$ cat src/rtl/mfc_pkg.sv
package mfc_pkg;
  localparam int LVL_W    = 2;
  localparam int TYPE_W   = 3;
  localparam int ACC_W    = 3;
  localparam int LVL_POS  = 8;
  localparam int TYPE_POS = 2;
  localparam int ACC_POS  = 5;
  localparam int STAT_W   = LVL_POS + LVL_W;
  localparam int VALID_BIT = 1;
  localparam int OVF_BIT   = 0;
  localparam int FETCH_BIT = 1;

  // Fields contributed by one fault, including the address-valid flag.
  function automatic logic [STAT_W-1:0] fault_fields(
    input logic [LVL_W-1:0]  lvl,
    input logic [TYPE_W-1:0] typ,
    input logic [ACC_W-1:0]  acc
  );
    logic [STAT_W-1:0] f;
    f = '0;
    f[LVL_POS  +: LVL_W]  = lvl;
    f[TYPE_POS +: TYPE_W] = typ;
    f[ACC_POS  +: ACC_W]  = acc;
    f[VALID_BIT]          = 1'b1;
    return f;
  endfunction

  // Merge a new fault into an existing status word.
  function automatic logic [STAT_W-1:0] merge_fault(
    input logic [STAT_W-1:0] base,
    input logic [STAT_W-1:0] fields
  );
    logic [STAT_W-1:0] reduced;
    reduced = '0;
    reduced[OVF_BIT] = (base != '0);
    return reduced | fields;
  endfunction
endpackage

$ cat src/rtl/mfc_status_reg.sv
module mfc_status_reg
  import mfc_pkg::*;
(
  input  logic              clk,
  input  logic              rst_n,
  input  logic              fault_hit,
  input  logic [STAT_W-1:0] fields,
  input  logic              rd_clear,
  input  logic              wr_en,
  input  logic [STAT_W-1:0] wr_val,
  output logic [STAT_W-1:0] stat_q
);
  logic [STAT_W-1:0] base;
  logic [STAT_W-1:0] stat_d;
  logic              ovf_event;

  always_comb begin
    if (wr_en)         base = wr_val;
    else if (rd_clear) base = '0;
    else               base = stat_q;
    stat_d = fault_hit ? merge_fault(base, fields) : base;
  end

  assign ovf_event = fault_hit && (base != '0);

  always_ff @(posedge clk) begin
    if (!rst_n) stat_q <= '0;
    else        stat_q <= stat_d;
  end

  AST_VALID_ON_FAULT: assert property (@(posedge clk) disable iff (!rst_n)
    fault_hit |=> stat_q[VALID_BIT]);
  AST_OVF_MARKED: assert property (@(posedge clk) disable iff (!rst_n)
    (fault_hit && !wr_en && !rd_clear && stat_q != '0) |=> stat_q[OVF_BIT]);
  AST_NO_OVERFLOW: assert property (@(posedge clk) disable iff (!rst_n)
    (fault_hit && !wr_en && (rd_clear || stat_q == '0)) |=> !stat_q[OVF_BIT]);
  AST_READ_CLEARS: assert property (@(posedge clk) disable iff (!rst_n)
    (rd_clear && !fault_hit && !wr_en) |=> stat_q == '0);
  AST_OVF_FLAG_OUT: assert property (@(posedge clk) disable iff (!rst_n)
    ovf_event |=> stat_q[OVF_BIT]);
endmodule

$ cat src/rtl/mfc_addr_reg.sv
module mfc_addr_reg #(
  parameter int VA_W      = 32,
  parameter int PAGE_BITS = 12
) (
  input  logic            clk,
  input  logic            rst_n,
  input  logic            fault_hit,
  input  logic [VA_W-1:0] vaddr,
  output logic [VA_W-1:0] addr_q
);
  localparam logic [VA_W-1:0] PAGE_MASK = {VA_W{1'b1}} << PAGE_BITS;

  function automatic logic [VA_W-1:0] page_align(input logic [VA_W-1:0] va);
    return va & PAGE_MASK;
  endfunction

  always_ff @(posedge clk) begin
    if (!rst_n)         addr_q <= '0;
    else if (fault_hit) addr_q <= page_align(vaddr);
  end

  AST_ADDR_HOLDS: assert property (@(posedge clk) disable iff (!rst_n)
    !fault_hit |=> $stable(addr_q));
  AST_ADDR_ALIGNED: assert property (@(posedge clk) disable iff (!rst_n)
    fault_hit |=> addr_q[PAGE_BITS-1:0] == '0);
endmodule

$ cat src/rtl/mfc_trap_sel.sv
module mfc_trap_sel (
  input  logic clk,
  input  logic rst_n,
  input  logic fault_hit,
  input  logic is_fetch,
  input  logic no_fault,
  input  logic traps_on,
  output logic trap_fetch,
  output logic trap_data,
  output logic grant_rwx
);
  logic silent;
  logic raise;

  assign silent = no_fault || !traps_on;
  assign raise  = fault_hit && !silent;

  always_ff @(posedge clk) begin
    if (!rst_n) begin
      trap_fetch <= 1'b0;
      trap_data  <= 1'b0;
      grant_rwx  <= 1'b0;
    end else begin
      trap_fetch <= raise && is_fetch;
      trap_data  <= raise && !is_fetch;
      grant_rwx  <= fault_hit && silent;
    end
  end

  AST_TRAP_ONEHOT: assert property (@(posedge clk) disable iff (!rst_n)
    $onehot0({trap_fetch, trap_data, grant_rwx}));
  AST_SILENT_NO_TRAP: assert property (@(posedge clk) disable iff (!rst_n)
    (fault_hit && (no_fault || !traps_on)) |=> (grant_rwx && !trap_fetch && !trap_data));
  AST_TRAP_PULSE: assert property (@(posedge clk) disable iff (!rst_n)
    !fault_hit |=> !(trap_fetch || trap_data || grant_rwx));
endmodule

$ cat src/rtl/mmu_fault_capture.sv
module mmu_fault_capture
  import mfc_pkg::*;
#(
  parameter int VA_W      = 32,
  parameter int PAGE_BITS = 12
) (
  input  logic              clk,
  input  logic              rst_n,
  input  logic              flt_valid,
  input  logic [LVL_W-1:0]  flt_level,
  input  logic [TYPE_W-1:0] flt_type,
  input  logic [ACC_W-1:0]  flt_acc,
  input  logic [VA_W-1:0]   flt_vaddr,
  input  logic              no_fault,
  input  logic              traps_on,
  input  logic              reg_rd,
  input  logic              reg_wr,
  input  logic              reg_sel,
  input  logic [VA_W-1:0]   wr_data,
  output logic [VA_W-1:0]   rd_data,
  output logic              trap_fetch,
  output logic              trap_data,
  output logic              grant_rwx
);
  localparam int PAD_W = VA_W - STAT_W;

  logic [STAT_W-1:0] stat_q;
  logic [VA_W-1:0]   addr_q;
  logic [STAT_W-1:0] new_fields;
  logic              stat_rd;
  logic              stat_wr;

  assign new_fields = fault_fields(flt_level, flt_type, flt_acc);
  assign stat_rd    = reg_rd && !reg_sel;
  assign stat_wr    = reg_wr && !reg_sel;

  mfc_status_reg u_stat (
    .clk(clk), .rst_n(rst_n), .fault_hit(flt_valid), .fields(new_fields),
    .rd_clear(stat_rd), .wr_en(stat_wr), .wr_val(wr_data[STAT_W-1:0]),
    .stat_q(stat_q)
  );

  mfc_addr_reg #(.VA_W(VA_W), .PAGE_BITS(PAGE_BITS)) u_addr (
    .clk(clk), .rst_n(rst_n), .fault_hit(flt_valid), .vaddr(flt_vaddr),
    .addr_q(addr_q)
  );

  mfc_trap_sel u_trap (
    .clk(clk), .rst_n(rst_n), .fault_hit(flt_valid),
    .is_fetch(flt_acc[FETCH_BIT]), .no_fault(no_fault), .traps_on(traps_on),
    .trap_fetch(trap_fetch), .trap_data(trap_data), .grant_rwx(grant_rwx)
  );

  assign rd_data = reg_sel ? addr_q : {{PAD_W{1'b0}}, stat_q};

  AST_WRITE_ADDR_IGNORED: assert property (@(posedge clk) disable iff (!rst_n)
    (reg_wr && reg_sel && !flt_valid) |=> $stable(addr_q));
endmodule

$ cat config.mk
export PLATFORM = sky130hd
export DESIGN_NAME = mmu_fault_capture
export DESIGN_NICKNAME = d
export VERILOG_FILES = /design/src/rtl/mfc_pkg.sv /design/src/rtl/mfc_status_reg.sv /design/src/rtl/mfc_addr_reg.sv /design/src/rtl/mfc_trap_sel.sv /design/src/rtl/mmu_fault_capture.sv
export SDC_FILE = /design/constraint.sdc
export NUM_CORES = 1
export LEC_CHECK = 0
export ABC_AREA = 1
export ABC_CLOCK_PERIOD_IN_PS = 1600
export BUFFER_PORTS_ARGS = -buffer_cell sky130_fd_sc_hd__buf_2
export CAP_MARGIN = 20
export CORE_ASPECT_RATIO = 1.1
export CORE_UTILIZATION = 43
export DETAILED_ROUTE_END_ITERATION = 8
export PLACE_DENSITY = 0.82
export SKIP_CTS_REPAIR_TIMING = 1
export SLEW_MARGIN = 40
export SYNTH_ARGS = -nofsm -noshare
export SYNTH_HDL_FRONTEND = slang
export SYNTH_SLANG_ARGS = --single-unit
$ cat constraint.sdc
create_clock -name clk -period 1.6 [get_ports clk]
set_input_delay 0.32 -clock clk [delete_from_list [all_inputs] [get_ports clk]]
set_output_delay 0.32 -clock clk [all_outputs]
set_load 0.1 [all_outputs]
==> key figures <==
STA
  • Fmax achieved: between 700 and 800 MHz
  • Final Max Tran Viols: 0
  • Setup TNS: 0 ns
  • Tcrit/Tclk final: about 87%
  • RSZ-0062 raised after global routing: false
  • Hold Fails Final Rpt: 0
  • Min Clock Period, post-route: approximately 1.4 ns
  • Final-report setup violation count: 0
  • Clk_skew: roughly 0.0092 ns
  • Hold slack: between 0.15 and 0.2 ns

Synthesis
  • YS warnings: 0
  • Post-synthesis sequential area ratio: between 40% and 50%
  • Compound-Gate Fraction of Synth Area: 4.62%
  • Cell variety after synth: 19
  • Avg Cell Area, Syn: 6.28 um2
  • Synth Area in Adders: 0%
  • Mapped cell area: 1550 um2
  • Main combinational cell family by area after synthesis: simple AND/OR/NAND/NOR gates
  • Mux contribution to synthesized area: 0%
  • Synth Area in Simple Gates: between 30% and 40%
  • #FFs+latches synth: 33
  • Cells after Synth: between 200 and 250
  • Synth Area in XOR/XNOR: 0%

Critical path
  • CP max stage delay: roughly 0.42 ns
  • Setup slack, reg-to-reg: 0.63 ns
  • Worst Path Max Fanout: 1
  • Critical path data required time: 1.28 ns
  • Buf/Inv on CP: 1
  • Worst Setup Start Kind: flip-flop
  • CP delay by family, top: buffers and inverters
  • Reg2reg path depth: 8
  • Crit-path slowest cell: buf_2
  • Kind of critical path: flip-flop to primary output
  • Worst R2R Start: u_stat.stat_q[2]$_SDFF_PN0_
  • Worst Path Arrival: 1.07 ns
  • Ordered cell list for the critical path: buf_2
  • R2r endpoint: u_stat.stat_q[0]$_SDFF_PN0_
  • CP Capture Type: primary output

Pwr
  • Seq pwr share: 44.2%
  • Fraction of power consumed by combinational cells: 32.5%
  • Clock share of power: a little under a quarter
  • Worst vdd ir: around 0.56 mV
  • Overall power: 2.03 mW
  • Pwr dens: 808 nW/um2
  • Internal Power: approximately 1.3 mW
  • Net Switching: 0.728 mW
  • Pleak: between 1 and 1.5 nW
  • Sw Ratio: a little over a third

Clock network
  • Clk slew on worst S/H paths: about 0.090 ns
  • Clock tree buffer depth: 2
  • CTS buffer count: 5
  • Root buffer cell: clkbuf_4
  • H-tree depth: 2
  • TritonCTS clock tree: yes
  • Clock Latency Late Sink: ~0.33 ns
  • Clk sinks: 33

Floorplan
  • Placeable Area: between 3000 and 4000 um2
  • Die Y: 64.9 um
  • Rows: 22
  • Initial Util: 45.6%
  • Die footprint: 3840 um2
  • IO Pins: around 120
  • Chip width: around 59 um

Route
  • Avg Vias per Cell: approximately 4.5
  • 1st-pass router iterations: 4
  • Via count: approximately 1700
  • Number of DRC markers in iteration 0: roughly 90
  • DRT Wirelength: ~4.1 mm
  • Routed wire length per instance: between 10 and 15 um
  • Final ANT Viol Nets: 0
  • DRC violation count after routing: 0

Job
  • Max cap viols: 0

Min path
  • Hold Path Class: input port to flip-flop
  • Hold path cells: 2
  • Worst Hold End: u_trap.trap_data$_SDFF_PN0_
  • Hold_sp: flt_acc[1]

Cells and area
  • Post-layout nets: approximately 410
  • # fillers: approximately 260
  • Ant. Diodes: 0
  • Multi-input gate area: ~670 um2
  • Area growth, synth to finish: 62.3%
  • Layout cell share with drive strength beyond 1: roughly a third
  • Storage cell area: around 660 um2

Global routing
  • Global-route wire length before repair: around 6.7 mm
  • Initial antenna violation count: 0
  • Largest net degree at the start of global routing: 20
  • Vias in the first global route: ~1600
  • Total gr overflow: 0
  • Overall global routing resource usage: between 20% and 30%

Outcome
  • Status: completed

Placement
  • DP HPWL: ~3.0 mm
  • GPL Wtd Cong: between 0.7 and 0.8
  • PortBufs: 78
cells by family (layout without fill, tap and decap cells):
family,after synthesis,count (layout)
DFF,33,33
buffers and inverters,59,137
AOI/OAI and AO/OA,13,13
and+or+nand+nor,140,140
other,1,2
registers in the layout, summed over array words and instances (netlist names):
register / count
u_stat.stat_q: 10
u_trap.trap_data: 1
u_addr.addr_q: 20
u_trap.grant_rwx: 1
u_trap.trap_fetch: 1
synth_stat cells, drive strengths merged:
cell	n	area, um2
clkinv	1	3.75
nor3	2	10.0
dfxtp	33	661
nor2	15	56.3
nand2	94	358
o21ai	9	45.0
clkbuf	7	26.3
inv	45	169
o211ai	1	7.51
o22ai	1	6.26
a31oi	2	12.5
nand3	29	145
conb	1	3.75
buf	6	41.3
worst reg2reg max path, stage by stage, from the launching register on:
cell     delay [ns]
dfxtp_1        0.33
nand3_1        0.10
nand2_1        0.06
nor2_1         0.08
nand2_1        0.06
nor2_1         0.08
nand2_1        0.05
nand2_1        0.05
nand2_1        0.05
worst max-delay path by stage:
| stage | start | to | cells after the start |
|---|---|---|---|
| after floorplan | reg_sel | rd_data[0] | 2 |
| after global placement | reg_sel | u_stat.stat_q[0]$_SDFF_PN0_ | 12 |
| after detailed placement | reg_sel | u_stat.stat_q[0]$_SDFF_PN0_ | 12 |
| after CTS | u_trap.grant_rwx$_SDFF_PN0_ | grant_rwx | 1 |
| after global routing | u_stat.stat_q[8]$_SDFF_PN0_ | rd_data[8] | 3 |
| final | u_trap.grant_rwx$_SDFF_PN0_ | grant_rwx | 1 |
area by class of cell:
class | instances | area share (%)
repair buffers | 84 | 35.3
inverters | 46 | 6.89
multi-input cells | 155 | 26.8
well taps | 48 | 2.40
flip-flops and latches | 33 | 26.3
clock buffers | 7 | 2.20
cell usage in the layout (no fill, tap or decap), drive strengths merged:
cell type	Yosys	final
nand2	94	94
buf	6	84
inv	45	45
dfxtp	33	33
nand3	29	29
nor2	15	15
o21ai	9	9
clkbuf	7	7
nor3	2	2
a31oi	2	2
conb	1	2
clkinv	1	1
o22ai	1	1
o211ai	1	1
stage by stage:
| stage | util, % | instance area, um2 | instances | worst slack (ns) |
|---|---|---|---|---|
| 3_5_place_dp | 72.4 | 2450 | 366 | 0.124 |
| 5_1_grt | 74.1 | 2510 | 373 | 0.146 |
| 6_report | 74.1 | 2510 | 373 | 0.212 |
| 2_1_floorplan | - | 1570 | 247 | -0.160 |
| 4_1_cts | 74.1 | 2510 | 373 | 0.204 |
| 3_3_place_gp | 72.4 | 2450 | 366 | 0.159 |
power by group through the flow:
stage | Clock [mW] | Sequential (mW) | Combinational [mW]
6_report | 0.472 | 0.896 | 0.658
3_3_place_gp | 0 | 0.912 | 0.648
2_1_floorplan | 0 | 0.925 | 0.408
3_5_place_dp | 0 | 0.915 | 0.658
5_1_grt | 0.547 | 0.902 | 0.697
4_1_cts | 0.481 | 0.896 | 0.660
routing by layer:
layer | vias up | wire length, um | track usage, %
li1 | 889 | - | -
met1 | 741 | 1610 | 24.5
met2 | 53 | 2140 | 41.2
met4 | 0 | 67 | 9.82
met3 | 6 | 277 | 8.78
met5 | - | 0 | 0
Note: power is estimated with default switching activity, not from simulation.
